## config.mk

```make
export PLATFORM = sky130hd
export DESIGN_NAME = cons_sr_port
export DESIGN_NICKNAME = d
export VERILOG_FILES = /design/src/rtl/cons_port_pkg.sv /design/src/rtl/cons_rx_slot.sv /design/src/rtl/cons_tx_slot.sv /design/src/rtl/cons_reg_decode.sv /design/src/rtl/cons_sr_port.sv
export SDC_FILE = /design/constraint.sdc
export NUM_CORES = 1
export LEC_CHECK = 0
export ABC_AREA = 1
export BUFFER_PORTS_ARGS = -buffer_cell sky130_fd_sc_hd__buf_2
export CORE_MARGIN = 3
export CORE_UTILIZATION = 43
export CTS_CLUSTER_SIZE = 12
export DETAILED_ROUTE_END_ITERATION = 16
export GPL_TIMING_DRIVEN = 1
export PLACE_DENSITY = 0.8
export SYNTH_ARGS = -nofsm -noshare
export SYNTH_HDL_FRONTEND = slang
export SYNTH_HIERARCHICAL = 1
export SYNTH_SLANG_ARGS = --single-unit
```

## constraint.sdc

```tcl
create_clock -name clk -period 1 [get_ports clk]
set_input_delay 0.15 -clock clk [delete_from_list [all_inputs] [get_ports clk]]
set_output_delay 0.15 -clock clk [all_outputs]
set_load 0.05 [all_outputs]
```

## src/rtl/cons_port_pkg.sv

```systemverilog
package cons_port_pkg;
  localparam int unsigned FLAG_W      = 2;
  localparam int unsigned RX_FLAG_BIT = 0;
  localparam int unsigned TX_FLAG_BIT = 1;

  // Packed so that tx_busy lands on bit 1 and rx_full on bit 0.
  typedef struct packed {
    logic tx_busy;
    logic rx_full;
  } cons_flags_t;
endpackage

```

## src/rtl/cons_rx_slot.sv

```systemverilog
// One-byte receive slot: the host fills it, a core data read drains it.
module cons_rx_slot #(
  parameter int unsigned DATA_W = 8
) (
  input  logic              clk,
  input  logic              rst_n,
  input  logic              in_valid,
  input  logic [DATA_W-1:0] in_byte,
  output logic              in_ready,
  input  logic              drain,
  output logic              full,
  output logic [DATA_W-1:0] held
);
  logic accept;

  // A drain in this same cycle frees the slot, so the delivery can land.
  assign in_ready = !full || drain;
  assign accept   = in_valid && in_ready;

  always_ff @(posedge clk or negedge rst_n) begin
    if (!rst_n) begin
      full <= 1'b0;
      held <= '0;
    end else if (accept) begin
      full <= 1'b1;
      held <= in_byte;
    end else if (drain) begin
      full <= 1'b0;
    end
  end

  // a delivery into an empty slot is latched.
  a_r6_latch_empty: assert property (@(posedge clk) disable iff (!rst_n)
    (!full && in_valid) |=> (full && held == $past(in_byte)));

  // a delivery into a full slot with no drain leaves the byte alone.
  a_r7_keep_unread: assert property (@(posedge clk) disable iff (!rst_n)
    (full && in_valid && !drain) |=> (full && $stable(held)));

  // a drain with no delivery empties the slot.
  a_r8_drain_clears: assert property (@(posedge clk) disable iff (!rst_n)
    (drain && !in_valid) |=> !full);

  // a delivery in the same cycle as a drain wins.
  a_r9_delivery_wins: assert property (@(posedge clk) disable iff (!rst_n)
    (full && drain && in_valid) |=> (full && held == $past(in_byte)));
endmodule

```

## src/rtl/cons_tx_slot.sv

```systemverilog
// One-byte transmit slot: a core write fills it, a host take drains it.
module cons_tx_slot #(
  parameter int unsigned DATA_W = 8
) (
  input  logic              clk,
  input  logic              rst_n,
  input  logic              wr_req,
  input  logic [DATA_W-1:0] wr_byte,
  input  logic              out_take,
  output logic              busy,
  output logic [DATA_W-1:0] held
);
  logic accept;

  // Writes are only taken into an empty slot.
  assign accept = wr_req && !busy;

  always_ff @(posedge clk or negedge rst_n) begin
    if (!rst_n) begin
      busy <= 1'b0;
      held <= '0;
    end else if (accept) begin
      busy <= 1'b1;
      held <= wr_byte;
    end else if (out_take) begin
      busy <= 1'b0;
    end
  end

  // a write into an empty slot loads the byte and raises the flag.
  a_r3_load_sets: assert property (@(posedge clk) disable iff (!rst_n)
    (wr_req && !busy) |=> (busy && held == $past(wr_byte)));

  // while the slot is occupied, the byte cannot change.
  a_r4_busy_stable: assert property (@(posedge clk) disable iff (!rst_n)
    busy |=> $stable(held));

  // a take of an occupied slot clears the flag.
  a_r5_take_clears: assert property (@(posedge clk) disable iff (!rst_n)
    (busy && out_take) |=> !busy);
endmodule

```

## src/rtl/cons_reg_decode.sv

```systemverilog
// Special-register decode and read-data multiplexing.
module cons_reg_decode
  import cons_port_pkg::*;
#(
  parameter int unsigned DATA_W   = 8,
  parameter int unsigned SEL_W    = 2,
  parameter int unsigned STAT_SEL = 0,
  parameter int unsigned DATA_SEL = 1
) (
  input  logic [SEL_W-1:0]  sel,
  input  logic              rd,
  input  logic              wr,
  input  cons_flags_t       flags,
  input  logic [DATA_W-1:0] rx_byte,
  output logic              data_rd,
  output logic              data_wr,
  output logic [DATA_W-1:0] rdata
);
  localparam logic [SEL_W-1:0] STAT_CODE = SEL_W'(STAT_SEL);
  localparam logic [SEL_W-1:0] DATA_CODE = SEL_W'(DATA_SEL);

  assign data_rd = rd && (sel == DATA_CODE);
  // A write to the status address decodes to nothing at all.
  assign data_wr = wr && (sel == DATA_CODE);

  always_comb begin
    rdata = '0;
    if (data_rd) begin
      rdata = rx_byte;
    end else if (rd && (sel == STAT_CODE)) begin
      rdata[FLAG_W-1:0] = flags;
    end
  end
endmodule

```

## src/rtl/cons_sr_port.sv

```systemverilog
module cons_sr_port
  import cons_port_pkg::*;
#(
  parameter int unsigned DATA_W   = 8,
  parameter int unsigned SEL_W    = 2,
  parameter int unsigned STAT_SEL = 0,
  parameter int unsigned DATA_SEL = 1
) (
  input  logic              clk,
  input  logic              rst_n,
  input  logic [SEL_W-1:0]  core_sel,
  input  logic              core_rd,
  input  logic              core_wr,
  input  logic [DATA_W-1:0] core_wdata,
  output logic [DATA_W-1:0] core_rdata,
  output logic [DATA_W-1:0] out_byte,
  output logic              out_valid,
  input  logic              out_ready,
  input  logic [DATA_W-1:0] in_byte,
  input  logic              in_valid,
  output logic              in_ready,
  output logic [FLAG_W-1:0] host_flags
);
  cons_flags_t       flags;
  logic              data_rd;
  logic              data_wr;
  logic [DATA_W-1:0] rx_byte;

  cons_reg_decode #(
    .DATA_W  (DATA_W),
    .SEL_W   (SEL_W),
    .STAT_SEL(STAT_SEL),
    .DATA_SEL(DATA_SEL)
  ) u_decode (
    .sel    (core_sel),
    .rd     (core_rd),
    .wr     (core_wr),
    .flags  (flags),
    .rx_byte(rx_byte),
    .data_rd(data_rd),
    .data_wr(data_wr),
    .rdata  (core_rdata)
  );

  cons_rx_slot #(.DATA_W(DATA_W)) u_rx (
    .clk     (clk),
    .rst_n   (rst_n),
    .in_valid(in_valid),
    .in_byte (in_byte),
    .in_ready(in_ready),
    .drain   (data_rd),
    .full    (flags.rx_full),
    .held    (rx_byte)
  );

  cons_tx_slot #(.DATA_W(DATA_W)) u_tx (
    .clk     (clk),
    .rst_n   (rst_n),
    .wr_req  (data_wr),
    .wr_byte (core_wdata),
    .out_take(out_ready),
    .busy    (flags.tx_busy),
    .held    (out_byte)
  );

  assign out_valid  = flags.tx_busy;
  assign host_flags = flags;

  // a status read shows both slot flags at their fixed bit positions.
  a_r2_status_view: assert property (@(posedge clk) disable iff (!rst_n)
    (core_rd && core_sel == SEL_W'(STAT_SEL)) |->
      (core_rdata[RX_FLAG_BIT] == u_rx.full && core_rdata[TX_FLAG_BIT] == u_tx.busy));

  // a status write leaves the transmit slot untouched.
  a_r10_status_write_inert: assert property (@(posedge clk) disable iff (!rst_n)
    (core_wr && core_sel == SEL_W'(STAT_SEL) && !out_ready) |=>
      ($stable(out_byte) && $stable(out_valid)));
endmodule

```

==> metrics <==
Area Growth Syn to Fin=76.82%; DPL Wire Length=1.431 mm; combinational power share=a little under half; chip width=~50 um; RR Endpoint=u_tx/held[2]; Routed Antenna Nets=0; critical-path cell list=nand3_2 > nand2_4 > buf_8; Initial Utilization=a little under half; routed vias/inst=4.859; vias in the first global route=about 840; FMAX=around 840 MHz; final hold violation count=0; hold crit path type=input pin to register; Fillers=88; Nets=185; topmost layer with routed signal wires=met4; Post-Syn Instances=100; CTS Buf Count=3; Placer Congestion=~0.74; register area share after synthesis=between 50% and 60%; Pint=~1.7 mW; Core ar.=1783 um2; Die Y=50.25 um; ys flop type=dfrtp_1; largest net degree at the start of global routing=19; Crit Path Class=register to output pin; fraction of layout cells with a size suffix above 1=between 50 and 60%; fin crit share=119.7%; number of synthesized flops with an enable pin=0; Crit path required time=~0.85 ns; ys async rst share=100.0%; max_cap viols=0; Skew-Pair Late Insertion Delay=0.29 ns; Final Non-Filler Cells=around 190; # placed instances=169; Setup crit start=u_rx/full; grt ovf=0; Worst Tran Pin Value=0.4051 ns; CTS H-tree depth=1; Leak=0.7808 nW; crit end category=output pin; Synth Net Count=approximately 120; unrepaired setup endpoints after global routing=yes; Sw Share=between 40 and 50%; ANT cells=0; 1st-pass router iterations=4; initial antenna violation count=0; # clock sinks=18; Post-Route WL=2.520 mm; I/O pin cnt=44; Max Transition Viols Final=0; outcome=finished, violations left; clock share of power=approximately 16%; Critical Path AT=between 1 and 1.5 ns; DRT iter0 DRCs=10; minimum clock period=between 1 and 1.5 ns; R2R Path Start=u_tx/busy; Mean Syn Cell Area=between 8 and 9 um2; Ys Warns=6; routed length on met1=~1.0 mm; met2 wire len=~1.4 mm; full die area=about 2500 um2; setup violators final=19; element type at the critical path start=register; Placement Setup Slack=-0.1524 ns; worst setup path end=core_rdata[0]; Power Density=1932 nW/um2; R2R depth=5; NetSw=1.196 mW; CTS tree=done; All-Layer GR Usage=approximately 18%; Worst-path clk slew=about 0.1 ns; synthesized area=roughly 840 um2; Max VDD drop=between 1000 and 1500 uV; skew final=between 0.003 and 0.004 ns; # port buffers=43; failing checks=setup timing; count of cell types in the netlist=14; DR WL/cell=13.62 um; worst reg2reg setup slack=roughly 0.01 ns; num rows=15; Setup WS post-layout=-0.1969 ns; first-pass GRT wire length=roughly 3.6 mm; met3 wire len=between 100 and 150 um; relative slew slack=72.99%; Synth Register Bits=18; slowest stage cell on the critical path=dfrtp_2; Remaining DRCs=0; DR vias=~900; maximum fanout along the worst path=3; Sum Neg Setup Slack=-1.523 ns; Longest Clk Path Bufs=2; Seq pwr share=between 30% and 40%; root buffer cell=clkbuf_4; Largest stage delay, worst path=0.43 ns
==> routing by layer <==
metal | vias up | track usage (%)
li1 | 434 | -
met1 | 431 | 22.24
met2 | 32 | 33.48
met3 | 2 | 2.374
met4 | 0 | 3.687
met5 | - | 0
==> worst max-delay path, delay by kind of cell (launching register included) <==
kind / cells / cell delay, ns
buf+inv: 1 / 0.14
flops: 1 / 0.43
simple gates: 2 / 0.19
==> cell usage in the layout, fill, tap and decap left out, types with 2 or more instances in the layout <==
master     n
buf_2     23
buf_4     11
buf_6     19
buf_8      3
clkbuf_4   3
dfrtp_1   16
dfrtp_2    2
inv_1      3
inv_2      6
nand2_1   32
nand2_2    3
nand2_4    3
nand3_1    8
nand3_2   10
nand4_1    2
nor2_2     4
nor2_4     2
==> power groups by stage <==
stage / clock [mW] / combinational, mW / sequential, mW
3_5_place_dp: 0 / 0.974 / 1.04
5_1_grt: 0.497 / 1.45 / 1.09
4_1_cts: 0.455 / 1.21 / 1.04
6_report: 0.445 / 1.36 / 1.07
2_1_floorplan: 0 / 0.472 / 1.30
3_3_place_gp: 0 / 0.963 / 1.03
==> cells in the mapped netlist, types with 2 or more instances <==
cell type  number  area (um2)
nand2_1        35       131.4
dfrtp_1        18       450.4
nand3_1        18       90.09
inv_1           9       33.78
nor2_1          7       26.28
buf_6           3       33.78
nand2_2         2       12.51
nand4_1         2       12.51
==> through the flow <==
step	instance area [um2]	utilization [%]	hold WS [ns]	total power [mW]
floorplan	900.9	-	-0.1456	1.777
global placement	1147	64.35	0.09260	1.995
detailed placement	1147	64.35	0.1012	2.010
CTS	1373	76.98	0.03108	2.699
global route	1489	83.51	0.03697	3.038
finish	1489	83.51	0.04054	2.877
==> cell families after synthesis <==
kind of cell | synth area share [%]
DFF | 53.49
AOI/OAI and AO/OA | 0.5938
buffers and inverters | 9.360
and+or+nand+nor | 36.55
==> state kept, by name, indices dropped and copies added (netlist names) <==
signal	count
u_tx/busy	1
u_rx/full	1
u_tx/held	8
u_rx/held	8
==> worst min-delay path by stage <==
stage               slack, ns       from      endpoint  depth (start not counted)
detailed placement       0.10      rst_n  u_rx/held[7]                          1
CTS                      0.03  out_ready     u_tx/busy                          2
floorplan               -0.15      rst_n     u_rx/full                          0
global placement         0.09      rst_n  u_rx/held[7]                          1
finish                   0.04  out_ready     u_tx/busy                          2
global route             0.04  out_ready     u_tx/busy                          2
==> layout make-up <==
type                    count  area [um2]  area share [%]
repair buffers             58       486.7           32.69
flip-flops and latches     18       452.9           30.42
multi-input cells          69       425.4           28.57
inverters                  10       50.05           3.361
clock buffers               4       36.28           2.437
well taps                  25       31.28           2.101
repair inverters            1       6.256          0.4202
==> what timing repair did <==
item,CTS,global route
hold endpoints to repair,18,0
hold buffers,1,0
cloned,0,2
setup buffers,4,6
resized for setup,47,22
pin swaps,8,2
setup endpoints to repair,20,37
(Power assumes the default switching activity.)
